File: src/rtl/mdio_pkg.sv
package mdio_pkg;
  // Command word layout (decoded by software; positions are fixed)
  localparam int CW_BUSY  = 31;
  localparam int CW_EN    = 30;
  localparam int CW_RD    = 27;
  localparam int ADDR_W   = 5;
  localparam int DATA_W   = 16;
  localparam int PHY_LSB  = 21;
  localparam int REG_LSB  = 16;

  typedef struct packed {
    logic              en;
    logic              rd;
    logic [ADDR_W-1:0] phy;
    logic [ADDR_W-1:0] regn;
    logic [DATA_W-1:0] data;
  } mdio_cmd_t;
endpackage

File: src/rtl/mdio_mdc_gen.sv
module mdio_mdc_gen #(
  parameter int HALF = 4
) (
  input  logic clk,
  input  logic rst,
  input  logic run,
  output logic mdc,
  output logic rise_stb,
  output logic fall_stb
);
  localparam int CW = (HALF > 1) ? $clog2(HALF) : 1;

  logic [CW-1:0] cnt;
  logic          wrap;

  assign wrap     = run && (cnt == CW'(HALF - 1));
  assign rise_stb = wrap && !mdc;
  assign fall_stb = wrap && mdc;

  always_ff @(posedge clk) begin
    if (rst || !run) begin
      cnt <= '0;
      mdc <= 1'b0;
    end else if (wrap) begin
      cnt <= '0;
      mdc <= ~mdc;
    end else begin
      cnt <= cnt + 1'b1;
    end
  end
endmodule

File: src/rtl/mdio_frame_eng.sv
module mdio_frame_eng
  import mdio_pkg::*;
#(
  parameter int PRE_LEN = 32
) (
  input  logic              clk,
  input  logic              rst,
  input  logic              start,
  input  logic              rd,
  input  logic [ADDR_W-1:0] phy,
  input  logic [ADDR_W-1:0] regn,
  input  logic [DATA_W-1:0] wdata,
  input  logic              rise_stb,
  input  logic              fall_stb,
  input  logic              mdio_i,
  output logic              mdio_o,
  output logic              mdio_oe,
  output logic              done,
  output logic [DATA_W-1:0] rx_data
);
  localparam int TA_IDX    = PRE_LEN + 4 + 2 * ADDR_W;
  localparam int DATA_IDX  = TA_IDX + 2;
  localparam int FRAME_LEN = DATA_IDX + DATA_W;
  localparam int IDX_W     = $clog2(FRAME_LEN);
  localparam int LAST      = FRAME_LEN - 1;

  logic                 active;
  logic                 rd_q;
  logic [FRAME_LEN-1:0] shreg;
  logic [FRAME_LEN-1:0] frame;
  logic [IDX_W-1:0]     idx;
  logic [IDX_W-1:0]     nxt;
  logic [DATA_W-1:0]    rx_q;

  always_comb begin
    frame = {{PRE_LEN{1'b1}}, 2'b01,
             (rd ? 2'b10 : 2'b01),
             phy, regn,
             (rd ? 2'b11 : 2'b10),
             (rd ? {DATA_W{1'b1}} : wdata)};
  end

  assign nxt     = idx + 1'b1;
  assign done    = active && fall_stb && (idx == IDX_W'(LAST));
  assign rx_data = rx_q;

  always_ff @(posedge clk) begin
    if (rst) begin
      active  <= 1'b0;
      rd_q    <= 1'b0;
      shreg   <= '0;
      idx     <= '0;
      mdio_o  <= 1'b1;
      mdio_oe <= 1'b0;
      rx_q    <= '0;
    end else if (start && !active) begin
      active  <= 1'b1;
      rd_q    <= rd;
      shreg   <= frame;
      idx     <= '0;
      mdio_o  <= frame[FRAME_LEN-1];
      mdio_oe <= 1'b1;
      rx_q    <= '0;
    end else if (active) begin
      if (fall_stb) begin
        if (idx == IDX_W'(LAST)) begin
          active  <= 1'b0;
          idx     <= '0;
          mdio_o  <= 1'b1;
          mdio_oe <= 1'b0;
        end else begin
          idx     <= nxt;
          shreg   <= shreg << 1;
          mdio_o  <= shreg[FRAME_LEN-2];
          mdio_oe <= !(rd_q && (nxt >= IDX_W'(TA_IDX)));
        end
      end
      if (rise_stb && rd_q && (idx >= IDX_W'(DATA_IDX)))
        rx_q <= {rx_q[DATA_W-2:0], mdio_i};
    end
  end

  AST_READ_RELEASE: assert property (@(posedge clk) disable iff (rst)
    (active && rd_q && (idx >= IDX_W'(TA_IDX))) |-> !mdio_oe);
  AST_WRITE_DRIVES: assert property (@(posedge clk) disable iff (rst)
    (active && !rd_q) |-> mdio_oe);
endmodule

File: src/rtl/mdio_cmd_reg.sv
module mdio_cmd_reg
  import mdio_pkg::*;
(
  input  logic              clk,
  input  logic              rst,
  input  logic              wr,
  input  logic [31:0]       wdata,
  input  logic              done,
  input  logic [DATA_W-1:0] rx_data,
  output logic              busy,
  output logic              start,
  output mdio_cmd_t         cmd
);
  logic unused_rsvd;
  assign unused_rsvd = ^{wdata[29:28], wdata[26]};

  assign start = wr && !busy && wdata[CW_BUSY] && wdata[CW_EN];

  always_ff @(posedge clk) begin
    if (rst) begin
      busy <= 1'b0;
      cmd  <= '0;
    end else if (busy) begin
      if (done) begin
        busy <= 1'b0;
        if (cmd.rd) cmd.data <= rx_data;
      end
    end else if (wr) begin
      cmd.en   <= wdata[CW_EN];
      cmd.rd   <= wdata[CW_RD];
      cmd.phy  <= wdata[PHY_LSB +: ADDR_W];
      cmd.regn <= wdata[REG_LSB +: ADDR_W];
      cmd.data <= wdata[DATA_W-1:0];
      busy     <= wdata[CW_BUSY] && wdata[CW_EN];
    end
  end

  AST_BUSY_ENDS_ON_DONE: assert property (@(posedge clk) disable iff (rst)
    $fell(busy) |-> $past(done));
  AST_IGNORE_WR_BUSY: assert property (@(posedge clk) disable iff (rst)
    (busy && !done) |=> $stable(cmd));
endmodule

File: src/rtl/mdio_cmd_master.sv
module mdio_cmd_master
  import mdio_pkg::*;
#(
  parameter int MDC_HALF = 4,
  parameter int PRE_LEN  = 32
) (
  input  logic        clk,
  input  logic        rst,
  input  logic        cmd_wr,
  input  logic [31:0] cmd_wdata,
  output logic [31:0] cmd_rdata,
  input  logic        mdio_i,
  output logic        mdc,
  output logic        mdio_o,
  output logic        mdio_oe
);
  logic              busy, start, done, rise_stb, fall_stb;
  logic [DATA_W-1:0] rx_data;
  mdio_cmd_t         cmd;

  mdio_cmd_reg u_reg (
    .clk(clk), .rst(rst), .wr(cmd_wr), .wdata(cmd_wdata),
    .done(done), .rx_data(rx_data),
    .busy(busy), .start(start), .cmd(cmd)
  );

  mdio_mdc_gen #(.HALF(MDC_HALF)) u_mdc (
    .clk(clk), .rst(rst), .run(busy),
    .mdc(mdc), .rise_stb(rise_stb), .fall_stb(fall_stb)
  );

  mdio_frame_eng #(.PRE_LEN(PRE_LEN)) u_eng (
    .clk(clk), .rst(rst), .start(start),
    .rd(cmd_wdata[CW_RD]),
    .phy(cmd_wdata[PHY_LSB +: ADDR_W]),
    .regn(cmd_wdata[REG_LSB +: ADDR_W]),
    .wdata(cmd_wdata[DATA_W-1:0]),
    .rise_stb(rise_stb), .fall_stb(fall_stb), .mdio_i(mdio_i),
    .mdio_o(mdio_o), .mdio_oe(mdio_oe), .done(done), .rx_data(rx_data)
  );

  assign cmd_rdata = {busy, cmd.en, 2'b00, cmd.rd, 1'b0,
                      cmd.phy, cmd.regn, cmd.data};

  AST_MDC_IDLE_LOW: assert property (@(posedge clk) disable iff (rst)
    !busy |-> !mdc);
  AST_NO_DRIVE_IDLE: assert property (@(posedge clk) disable iff (rst)
    !busy |-> !mdio_oe);
  AST_HOLD_WHILE_HIGH: assert property (@(posedge clk) disable iff (rst)
    (mdc && $past(mdc)) |-> $stable(mdio_o));
endmodule

File: config.mk
export PLATFORM = sky130hd
export DESIGN_NAME = mdio_cmd_master
export DESIGN_NICKNAME = d
export VERILOG_FILES = /design/src/rtl/mdio_pkg.sv /design/src/rtl/mdio_mdc_gen.sv /design/src/rtl/mdio_frame_eng.sv /design/src/rtl/mdio_cmd_reg.sv /design/src/rtl/mdio_cmd_master.sv
export SDC_FILE = /design/constraint.sdc
export NUM_CORES = 1
export LEC_CHECK = 0
export ABC_AREA = 1
export BUFFER_PORTS_ARGS = -buffer_cell sky130_fd_sc_hd__buf_4
export CAP_MARGIN = 10
export CORE_MARGIN = 4
export CORE_UTILIZATION = 45
export CTS_CLUSTER_SIZE = 24
export DETAILED_ROUTE_END_ITERATION = 10
export GPL_TIMING_DRIVEN = 0
export RECOVER_POWER = 50
export SLEW_MARGIN = 0
export SYNTH_ARGS = -nofsm -noshare
export SYNTH_HDL_FRONTEND = slang
export SYNTH_SLANG_ARGS = --single-unit
export TNS_END_PERCENT = 5
File: constraint.sdc
create_clock -name clk -period 4.6 [get_ports clk]
set_clock_uncertainty 0.05 [all_clocks]
set_input_delay 0.92 -clock clk [delete_from_list [all_inputs] [get_ports clk]]
set_output_delay 0.92 -clock clk [all_outputs]
set_load 0.05 [all_outputs]
==> metrics.md, run 1 <==
| Metric | Value |
|---|---|
| Most numerous cell in the Yosys netlist | nand2_1 |
| # nets final | between 800 and 900 |
| Critical path arrival | 3.02 ns |
| Vias/cell | 4.89 |
| Post-synthesis async set-or-reset flop share | 0 |
| Main flop type after synthesis | dfxtp_1 |
| CP Class | flop to flop |
| Setup TNS | 0 ns |
| CTS root buf | clkbuf_16 |
| Tot Pwr | about 2.8 mW |
| Cells after synthesis | 747 |
| Yosys warnings | 0 |
| Core Box Area | 11,500 sq um |
| Antenna cell count | 0 |
| CTS tree | yes |
| Hpwl dp | between 9000 and 10,000 microns |
| Row cnt | 39 |
| Layout cell share with drive strength beyond 1 | 0.106 |
| Register area share after synthesis | 0.456 |
| GRT Resource Usage Total | 0.205 |
| Final Cell Area | roughly 6400 sq um |
| Pin count of the biggest net entering global routing | 17 |
| Clock Pin Slew Worst Setup and Hold Paths | 0.05 ns |
| Vias in the first global route | 4,604 |
| Antenna violations before repair | 0 |
| Static Leakage | between 2 and 3 nW |
| Final hold violation count | 0 |
| Startpoint Class | flop |
| First-pass GRT wire length | roughly 22,000 microns |
| Cell taking the most area after synthesis | dfxtp_1 |
| EDFF count, synth | 0 |
| Post-route DRC | 0 |
| H-tree levels | 4 |
| Endpoints failing setup | 0 |
| Crit path time final | 2.80 ns |
| ANT nets after route | 0 |
| Max-Slew Margin vs Limit | 0.587 |
| Die X | roughly 120 microns |
| Hold_buf cts | 0 |
| Detailed-route via count | approximately 4,800 |
| Worst EP required | between 4 and 5 ns |
| Max-cap viol count | 0 |
| WL/cell | 13.1 microns |
| Status | completed |
| Initial Utilization | 0.463 |
| Hold Crit Class | flop to flop |
| Max Slew Vio Count | 0 |
| Gp weighted congestion | roughly 0.8 |
| Synth cell types | 35 |
| Clock Latency Late Sink | slightly above 0.4 ns |
| Crit Path Max Fanout | 10 |
| Unrepaired setup endpoints after global routing | no |
| Clock Path Buffers | 2 |
| Area grow syn2layout | 21.1% |
| Post-CTS Repair Setup Buffers | 0 |
| Initial DRC count | between 200 and 300 |
| Least-Margin Pin Slew | between 0.6 and 0.7 ns |
| # IOs | roughly 70 |
| TritonCTS buffer count | 17 |
| Crit end category | flop |
| WL final | 13,000 microns |
| Flops & latches, synth | between 100 and 150 |
| Worst vdd ir | between 200 and 300 uV |
| Fmax | ~0.36 GHz |
| Placement Cell Area | just under 6000 sq um |
| Avg Inst Size Synth | 7.11 sq um |
| Mapped Area | ~5300 sq um |
| Commonest cells post-synth | 184 x nand2_1, 121 x dfxtp_1, 92 x inv_1 |
| Clock Sinks | about 120 |
| PortBufs | between 60 and 70 |
| PD cells | about 430 nW/um^2 |
| Post-synth top area share | 0.456 |
| Leading post-synthesis cells by cell area | dfxtp_1 46%, nand2_1 13%, inv_1 6.5% |
| Die area | roughly 14,000 sq um |
| Die H | 117 microns |
| Resized Gates After CTS | 0 |
| Detailed Routing Iterations Pass 1 | 5 |
| Tcrit/Tclk final | 0.608 |
| GR Overflow Total | 0 |
## logic make-up after synthesis
family,Yosys count,synth area share
fa+ha+maj,3,0.00707
compound gates,167,0.165
other cells,1,0.000707
flops,121,0.456
simple gates,307,0.247
buf+inv,148,0.124
## state kept, by name, summed over array words and instances (netlist names)
| signal | cells |
|---|---|
| u_eng.idx | 6 |
| u_eng.rx_data | 16 |
| u_eng.rd_q | 1 |
| u_eng.mdio_oe | 1 |
| u_reg.busy | 1 |
| u_reg.cmd | 28 |
| u_eng.shreg | 63 |
| u_mdc.cnt | 2 |
| u_mdc.mdc | 1 |
| u_eng.mdio_o | 1 |
| u_eng.active | 1 |
## worst max-delay path, cell delays in order (launching register included)
cell and delay [ns]:
dfxtp_1 0.40, ha_1 0.19, nand2_1 0.13, inv_1 0.08, nand3_1 0.17, nand2_1 0.14, clkbuf_1 0.36, clkinvlp_2 0.50
clkbuf_1 0.36, o21ai_1 0.19, a21oi_1 0.08
## per-stage QoR
stage	util	std cells	hold slack [ns]	setup WS, ns
final	0.560	986	0.393	1.80
after CTS	0.573	986	0.387	2.43
after detailed placement	0.520	954	0.380	2.14
after floorplan	-	749	0.358	2.60
after global placement	0.520	954	0.366	2.15
after global routing	0.560	986	0.422	1.47
## layer usage
layer,up-vias,GRT usage,wire (microns)
li1,2532,-,-
met1,2157,0.272,6110
met2,114,0.316,5870
met3,19,0.0648,757
met4,0,0.0726,217
met5,-,0,0
## cells in the final DEF, fill, tap and decap left out, types with 2 or more instances in the layout
| master | netlist | final |
|---|---|---|
| clkinvlp_2 | 0 | 2 |
| o21ai_0 | 54 | 54 |
| dfxtp_1 | 121 | 121 |
| clkbuf_1 | 27 | 64 |
| clkbuf_16 | 0 | 17 |
| nor3_1 | 3 | 3 |
| nand2_1 | 184 | 185 |
| a21oi_1 | 39 | 39 |
| buf_4 | 7 | 37 |
| clkbuf_8 | 0 | 5 |
| clkbuf_2 | 2 | 2 |
| conb_1 | 1 | 3 |
| inv_2 | 2 | 2 |
| o21ai_1 | 44 | 44 |
| a31oi_1 | 25 | 25 |
| nor2_1 | 75 | 76 |
| bufinv_16 | 0 | 3 |
| nand3b_1 | 16 | 16 |
| o22ai_1 | 2 | 2 |
| nand4_1 | 12 | 12 |
| nand3_1 | 7 | 8 |
| ha_1 | 3 | 3 |
| inv_1 | 92 | 92 |
| clkinv_1 | 2 | 2 |
| o21bai_1 | 2 | 2 |
| clkinv_2 | 0 | 5 |
| buf_2 | 5 | 4 |
| buf_6 | 8 | 6 |
## final cells by class
cell class / count / area, sq um
Fill cell: 1186 / 5040
Sequential cell: 121 / 2420
Multi-Input combinational cell: 480 / 2220
Clock buffer: 24 / 502
Inverter: 98 / 370
Timing Repair Buffer: 62 / 349
Buffer: 50 / 263
Tap cell: 143 / 179
Clock inverter: 8 / 115
## report_power, final
part	switching (mW)	leakage [nW]	internal [mW]
clock network	0.452	0.310	0.918
logic	0.200	1.56	0.0832
registers	0.0212	0.988	1.10
## final timing paths
path | from | endpoint | slack [ns] | cells after the start
max reg2reg | u_eng.idx[1]$_SDFFE_PP0N_ | u_eng.shreg[17]$_SDFFE_PP0P_ | 1.80 | 10
min | u_mdc.cnt[0]$_SDFF_PP0_ | u_mdc.cnt[0]$_SDFF_PP0_ | 0.39 | 1
max | u_eng.idx[1]$_SDFFE_PP0N_ | u_eng.shreg[17]$_SDFFE_PP0P_ | 1.80 | 10
min reg2reg | u_mdc.cnt[0]$_SDFF_PP0_ | u_mdc.cnt[0]$_SDFF_PP0_ | 0.39 | 1
(Power assumes the default switching activity.)
==> run 2: changes to the inputs <==
==> constraint.sdc (replaced) <==
create_clock -name clk -period 2.9 [get_ports clk]
set_clock_uncertainty 0.05 [all_clocks]
set_input_delay 0.58 -clock clk [delete_from_list [all_inputs] [get_ports clk]]
set_output_delay 0.58 -clock clk [all_outputs]
set_load 0.05 [all_outputs]
==> run 2 against run 1 <==
Die area stayed put. Count of clock-buffer cells in the layout unchanged. Maximum frequency up 17%. Non-clock buffer count stayed put. Final area hardly changed. Hold slack worse by 0.028 ns.
==> metrics.md, run 2 (same netlist as run 1, synthesis figures left out) <==
| Metric | Value |
|---|---|
| Antenna violations before repair | 0 (unchanged) |
| CTS tree | yes |
| Crit path time final | 2.38 ns (-0.412 ns) |
| GR Overflow Total | 0 (unchanged) |
| Max reg flops | 63 (unchanged) |
| Least-Margin Pin Slew | 0.717 ns (+0.0951 ns) |
| Psw | 1.07 mW (+59%) |
| FF+latch area | 2420 sq um (unchanged) |
| # IOs | 71 (unchanged) |
| Clock power frac | 0.495 (about the same) |
| Static Leakage | 2.85 nW (-0.25%) |
| Initial DRC count | 253 (-1.6%) |
| Clock Pin Slew Worst Setup and Hold Paths | 0.05 ns (about the same) |
| CTS root buf | clkbuf_16 |
| Crit end category | flop |
| ANT nets after route | 0 (unchanged) |
| Critical path arrival | 2.62 ns (-0.40 ns) |
| Max-Slew Margin vs Limit | 0.519 (-0.0688) |
| Detailed-route via count | 4,853 (+0.64%) |
| Post-CTS Repair Setup Buffers | 0 (unchanged) |
| Tcrit/Tclk final | 0.822 (+0.214) |
| PortBufs | 62 (unchanged) |
| Post-route DRC | 0 (unchanged) |
| Worst EP required | 3.13 ns (-1.70 ns) |
| Unrepaired setup endpoints after global routing | no |
| Startpoint Class | flop |
| Crit Path Max Fanout | 10 (unchanged) |
| Sw Share | 0.243 (+0.000547) |
| Multi-input gate area | 2210 sq um (-0.62%) |
| Hold_buf cts | 0 (unchanged) |
| Fmax | 0.419 GHz (+17%) |
| Fill cell count | 1,191 (+0.42%) |
| Reg2reg setup slack | 0.52 ns (-1.29 ns) |
| Area grow syn2layout | 21.0% (about the same) |
| First-pass GRT wire length | 22,100 microns (unchanged) |
| Status | completed |
| Comb power frac | 0.102 (about the same) |
| Most common cell after layout, fill and taps aside | nand2_1 |
| Most frequent cells in the layout | 186 x nand2_1, 121 x dfxtp_1, 93 x inv_1, 76 x nor2_1, 64 x clkbuf_1 |
| Detailed Routing Iterations Pass 1 | 5 (unchanged) |
| Vias/cell | 4.92 (+0.64%) |
| Die H | 117 microns (unchanged) |
| Die X | 117 microns (unchanged) |
| Clock Latency Late Sink | 0.41 ns (about the same) |
| Layout cell share with drive strength beyond 1 | 0.102 (-0.00356) |
| Resized Gates After CTS | 0 (unchanged) |
| Final hold violation count | 0 (unchanged) |
| Die area | 13,600 sq um (unchanged) |
| Gp weighted congestion | 0.813 (unchanged) |
| H-tree levels | 4 (unchanged) |
| Antenna cell count | 0 (unchanged) |
| Hold Crit Class | input pin to flop |
| Setup TNS | 0 ns (unchanged) |
| Max-cap viol count | 0 (unchanged) |
| CP Class | flop to flop |
| Endpoints failing setup | 0 (unchanged) |
| Min-delay src | cmd_wdata[18] |
| Critical path origin | u_mdc.cnt[0]$_SDFF_PP0_ |
| Hpwl dp | 9280 microns (unchanged) |
| Clock Sinks | 121 (unchanged) |
| Hold Worst Slack | 0.364 ns (-0.0284 ns) |
| Reg power frac | 0.403 (about the same) |
| Reg2reg end | u_eng.shreg[14]$_SDFFE_PP0P_ |
| Clock Path Buffers | 2 (unchanged) |
| Biggest register | u_eng.shreg |
| Max Slew Vio Count | 0 (unchanged) |
| Internal | 3.33 mW (+59%) |
| Pin count of the biggest net entering global routing | 17 (unchanged) |
| Row cnt | 39 (unchanged) |
| # nets final | 869 (unchanged) |
| GRT Resource Usage Total | 0.205 (unchanged) |
| WL final | 13,000 microns (+0.45%) |
| WL/cell | 13.2 microns (+0.45%) |
| Vias in the first global route | 4,604 (unchanged) |
| PD cells | 685 nW/um^2 (+59%) |
| FF-to-FF Start | u_mdc.cnt[0]$_SDFF_PP0_ |
| Worst vdd ir | 400 uV (+59%) |
| Core Box Area | 11,500 sq um (unchanged) |
| Initial Utilization | 0.463 (unchanged) |
| TritonCTS buffer count | 17 (unchanged) |
| Hold depth | 3 (+2) |
| Hold worst-path end | u_reg.cmd[18]$_SDFFE_PP0P_ |
| R2R cell count | 10 (unchanged) |
[run 2: how the worst max path moves through the flow]
stage / endpoint / slack [ns] / depth (start not counted)
finish: u_eng.shreg[14]$_SDFFE_PP0P_ / 0.52 / 10
global route: u_eng.shreg[18]$_SDFFE_PP0P_ / 0.34 / 10
CTS: u_reg.cmd[14]$_SDFFE_PP0P_ / 0.86 / 11
detailed placement: u_eng.shreg[20]$_SDFFE_PP0P_ / 0.78 / 9
global placement: u_eng.shreg[0]$_SDFFE_PP0P_ / 0.79 / 9
floorplan: u_reg.cmd[0]$_SDFFE_PP0P_ / 0.90 / 10
[run 2: worst max-delay path, stage by stage (launching register included)]
cell,delay [ns]
dfxtp_1,0.34
ha_1,0.22
nand2_1,0.14
nor3_1,0.58
nand2_1,0.17
buf_6,0.20
nand2_1,0.14
inv_4,0.09
buf_4,0.18
nand2_1,0.06
a31oi_1,0.07
[run 2: layer usage]
| layer | wire (microns) | GRT usage |
|---|---|---|
| met5 | 0 | 0 |
| met4 | 223 | 0.0726 |
| met1 | 6160 | 0.272 |
| met2 | 5870 | 0.316 |
| met3 | 765 | 0.0648 |
[run 2: through the flow]
| step | util | power [mW] | instances | cell area [sq um] | worst slack (ns) |
|---|---|---|---|---|---|
| after floorplan | - | 2.13 | 749 | 5320 | 0.904 |
| after global placement | 0.520 | 2.28 | 954 | 5960 | 0.785 |
| after detailed placement | 0.520 | 2.29 | 954 | 5960 | 0.776 |
| after CTS | 0.573 | 4.49 | 986 | 6580 | 0.858 |
| after global routing | 0.560 | 4.59 | 986 | 6420 | 0.337 |
| final | 0.560 | 4.40 | 986 | 6420 | 0.515 |
[run 2: area by class of cell]
class	instances	share of cell area
plain buffers	50	0.0427
clock buffers	24	0.0781
clock inverters	8	0.0179
inverters	98	0.0584
multi-input cells	480	0.344
flip-flops and latches	121	0.377
well taps	143	0.0279
repair buffers	62	0.0538
[run 2: power groups by stage]
stage                     Sequential [mW]  Combinational, mW  Clock (mW)
after floorplan                      1.92              0.217           0
after global placement               1.81              0.475           0
after detailed placement             1.81              0.481           0
after CTS                            1.78              0.483        2.23
after global routing                 1.78              0.501        2.31
final                                1.78              0.448        2.18
==> run 3: changes to the inputs <==
--- a/config.mk
+++ b/config.mk
@@ -13,6 +13,7 @@
 export CTS_CLUSTER_SIZE = 24
 export DETAILED_ROUTE_END_ITERATION = 10
 export GPL_TIMING_DRIVEN = 0
+export PLACE_DENSITY = 0.67
 export RECOVER_POWER = 50
 export SLEW_MARGIN = 0
 export SYNTH_ARGS = -nofsm -noshare
==> constraint.sdc (replaced) <==
create_clock -name clk -period 2.1 [get_ports clk]
set_clock_uncertainty 0.05 [all_clocks]
set_input_delay 0.42 -clock clk [delete_from_list [all_inputs] [get_ports clk]]
set_output_delay 0.42 -clock clk [all_outputs]
set_load 0.05 [all_outputs]
==> run 3 against run 2 <==
Worst setup slack worse by 0.36 ns. First-iteration DRC count increased by 5.5%. Highest routed layer unchanged. Non-clock buffer count unchanged. Via count hardly changed. Clock power rose by 35%. Critical endpoint is now u_eng.shreg[8]$_SDFFE_PP0P_. Combinational power rose by 39%. Final cell count decreased by 0.10%.
==> metrics.md, run 3 (same netlist as run 1, synthesis figures left out) <==
| Metric | Value |
|---|---|
| Status | completed |
| Max reg flops | 63 (unchanged) |
| TritonCTS buffer count | 17 (unchanged) |
| Internal | 4.57 mW (+37%) |
| # nets final | 869 (unchanged) |
| Critical path arrival | 2.22 ns (-0.40 ns) |
| Antenna violations before repair | 0 (unchanged) |
| First-pass GRT wire length | 21,700 microns (-1.5%) |
| Endpoints failing setup | 0 (unchanged) |
| Comb power frac | 0.103 (about the same) |
| Clock Path Buffers | 2 (unchanged) |
| Least-Margin Pin Slew | 0.615 ns (-0.101 ns) |
| Placement Cell Area | 5960 sq um (unchanged) |
| Final Cell Area | 6470 sq um (+0.72%) |
| Crit path largest cell delay | 0.36 ns (-0.22 ns) |
| Unrepaired setup endpoints after global routing | no |
| Post-CTS Repair Setup Buffers | 0 (unchanged) |
| Fmax | 0.515 GHz (+23%) |
| CP cell instances | ha_1, nand2_1, inv_1, nand3_2, nand2_1, buf_6, nand2_2, inv_4, buf_4, nand2_1, a31oi_1 |
| GRT Resource Usage Total | 0.200 (-0.00460) |
| WL/cell | 12.9 microns (-2.3%) |
| Worst EP required | 2.38 ns (-0.75 ns) |
| Clock Sinks | 121 (unchanged) |
| CP Class | flop to flop |
| Worst vdd ir | 546 uV (+37%) |
| Gp weighted congestion | 0.839 (+3.2%) |
| Clock power frac | 0.490 (-0.005) |
| Multi-input gate area | 2250 sq um (+1.8%) |
| Die H | 117 microns (unchanged) |
| Hold_buf cts | 0 (unchanged) |
| Max Slew Vio Count | 0 (unchanged) |
| Hold Crit Class | input pin to flop |
| Crit path time final | 1.94 ns (-0.445 ns) |
| # IOs | 71 (unchanged) |
| Max-cap viol count | 0 (unchanged) |
| H-tree levels | 4 (unchanged) |
| Max-Slew Margin vs Limit | 0.592 (+0.0730) |
| Die area | 13,600 sq um (unchanged) |
| Setup TNS | 0 ns (unchanged) |
| Startpoint Class | flop |
| Clock Pin Slew Worst Setup and Hold Paths | 0.05 ns (about the same) |
| Most numerous cell on the critical path | nand2_1 |
| GR Overflow Total | 0 (unchanged) |
| Crit end category | flop |
| CTS root buf | clkbuf_16 |
| Biggest register | u_eng.shreg |
| CP bufs+invs | 4 (+1) |
| Sw Share | 0.243 (-0.000637) |
| Detailed Routing Iterations Pass 1 | 6 (+1) |
| Critical path origin | u_eng.idx[1]$_SDFFE_PP0N_ |
| FF-to-FF Start | u_eng.idx[1]$_SDFFE_PP0N_ |
| Psw | 1.46 mW (+37%) |
| Antenna cell count | 0 (unchanged) |
| Static Leakage | 2.87 nW (+0.70%) |
| Min-delay src | cmd_wdata[18] |
| Row cnt | 39 (unchanged) |
| Layout cell share with drive strength beyond 1 | 0.116 (+0.0144) |
| Detailed-route via count | 4,856 (+0.062%) |
| Post-route DRC | 0 (unchanged) |
| CTS tree | yes |
| Final hold violation count | 0 (unchanged) |
| Tcrit/Tclk final | 0.924 (+0.102) |
| PortBufs | 62 (unchanged) |
| WL final | 12,700 microns (-2.4%) |
| Pin count of the biggest net entering global routing | 17 (unchanged) |
| Crit Path Max Fanout | 10 (unchanged) |
| Core Box Area | 11,500 sq um (unchanged) |
| Critical path's top delay family | buffers and inverters |
| Initial Utilization | 0.463 (unchanged) |
| Vias in the first global route | 4,575 (-0.63%) |
| Area grow syn2layout | 21.9% |
| Most frequent cells in the layout | 184 x nand2_1, 119 x dfxtp_1, 93 x inv_1, 75 x nor2_1, 59 x clkbuf_1 |
| Hpwl dp | 9170 microns (-1.2%) |
| Clock Latency Late Sink | 0.41 ns (about the same) |
| PD cells | 932 nW/um^2 (+36%) |
| FF+latch area | 2420 sq um (+0.10%) |
| Die X | 117 microns (unchanged) |
| ANT nets after route | 0 (unchanged) |
| Most common cell after layout, fill and taps aside | nand2_1 |
| Vias/cell | 4.93 (+0.16%) |
| Initial DRC count | 267 (+5.5%) |
| Fill cell count | 1,092 (-8.3%) |
| Slowest cell on crit path | dfxtp_2 |
| Reg power frac | 0.407 (+0.004) |
[run 3: through the flow]
step	util	total power, mW	setup slack [ns]	hold slack, ns	cells
after global routing	0.564	6.27	0.00311	0.214	985
after floorplan	-	2.95	0.104	0.358	749
final	0.564	6.03	0.160	0.217	985
after CTS	0.573	6.13	0.0756	0.197	985
after detailed placement	0.520	3.16	0.0884	0.381	954
after global placement	0.520	3.15	0.114	0.365	954
[run 3: final cells by class]
type | instances | share of cell area
Timing Repair Buffer | 62 | 0.0540
Multi-Input combinational cell | 480 | 0.348
Buffer | 50 | 0.0443
Inverter | 98 | 0.0580
Sequential cell | 121 | 0.375
Clock buffer | 23 | 0.0754
Clock inverter | 8 | 0.0182
Tap cell | 143 | 0.0277
[run 3: power by group through the flow]
stage | combinational, mW | sequential, mW | clock (mW)
final | 0.623 | 2.45 | 2.95
after global routing | 0.692 | 2.46 | 3.12
after CTS | 0.664 | 2.45 | 3.02
after detailed placement | 0.662 | 2.50 | 0
after global placement | 0.652 | 2.50 | 0
after floorplan | 0.300 | 2.65 | 0
[run 3: metal layers]
metal | GRT usage | vias to the layer above | share of wire
li1 | - | 2541 | -
met1 | 0.261 | 2173 | 0.47
met2 | 0.323 | 126 | 0.47
met3 | 0.0446 | 16 | 0.048
met4 | 0.0803 | 0 | 0.017
met5 | 0 | - | 0
[run 3: timing repair]
item | CTS | global route
hold endpoints to repair | 0 | 0
gates resized for setup | 0 | 8
endpoints found under the setup margin | 0 | 22
[run 3: worst paths after layout]
path	endpoint	cells after the start	slack (ns)
hold / removal	u_reg.cmd[18]$_SDFFE_PP0P_	3	0.22
setup reg to reg	u_eng.shreg[8]$_SDFFE_PP0P_	11	0.16
hold reg to reg	u_mdc.cnt[0]$_SDFF_PP0_	1	0.39
setup / recovery	u_eng.shreg[8]$_SDFFE_PP0P_	11	0.16
[run 3: worst reg2reg max path, stage by stage (launching register included)]
cell and delay (ns):
dfxtp_2 0.36, ha_1 0.18, nand2_1 0.13, inv_1 0.10, nand3_2 0.13, nand2_1 0.14, buf_6 0.16, nand2_2 0.09
inv_4 0.13, buf_4 0.19, nand2_1 0.07, a31oi_1 0.14
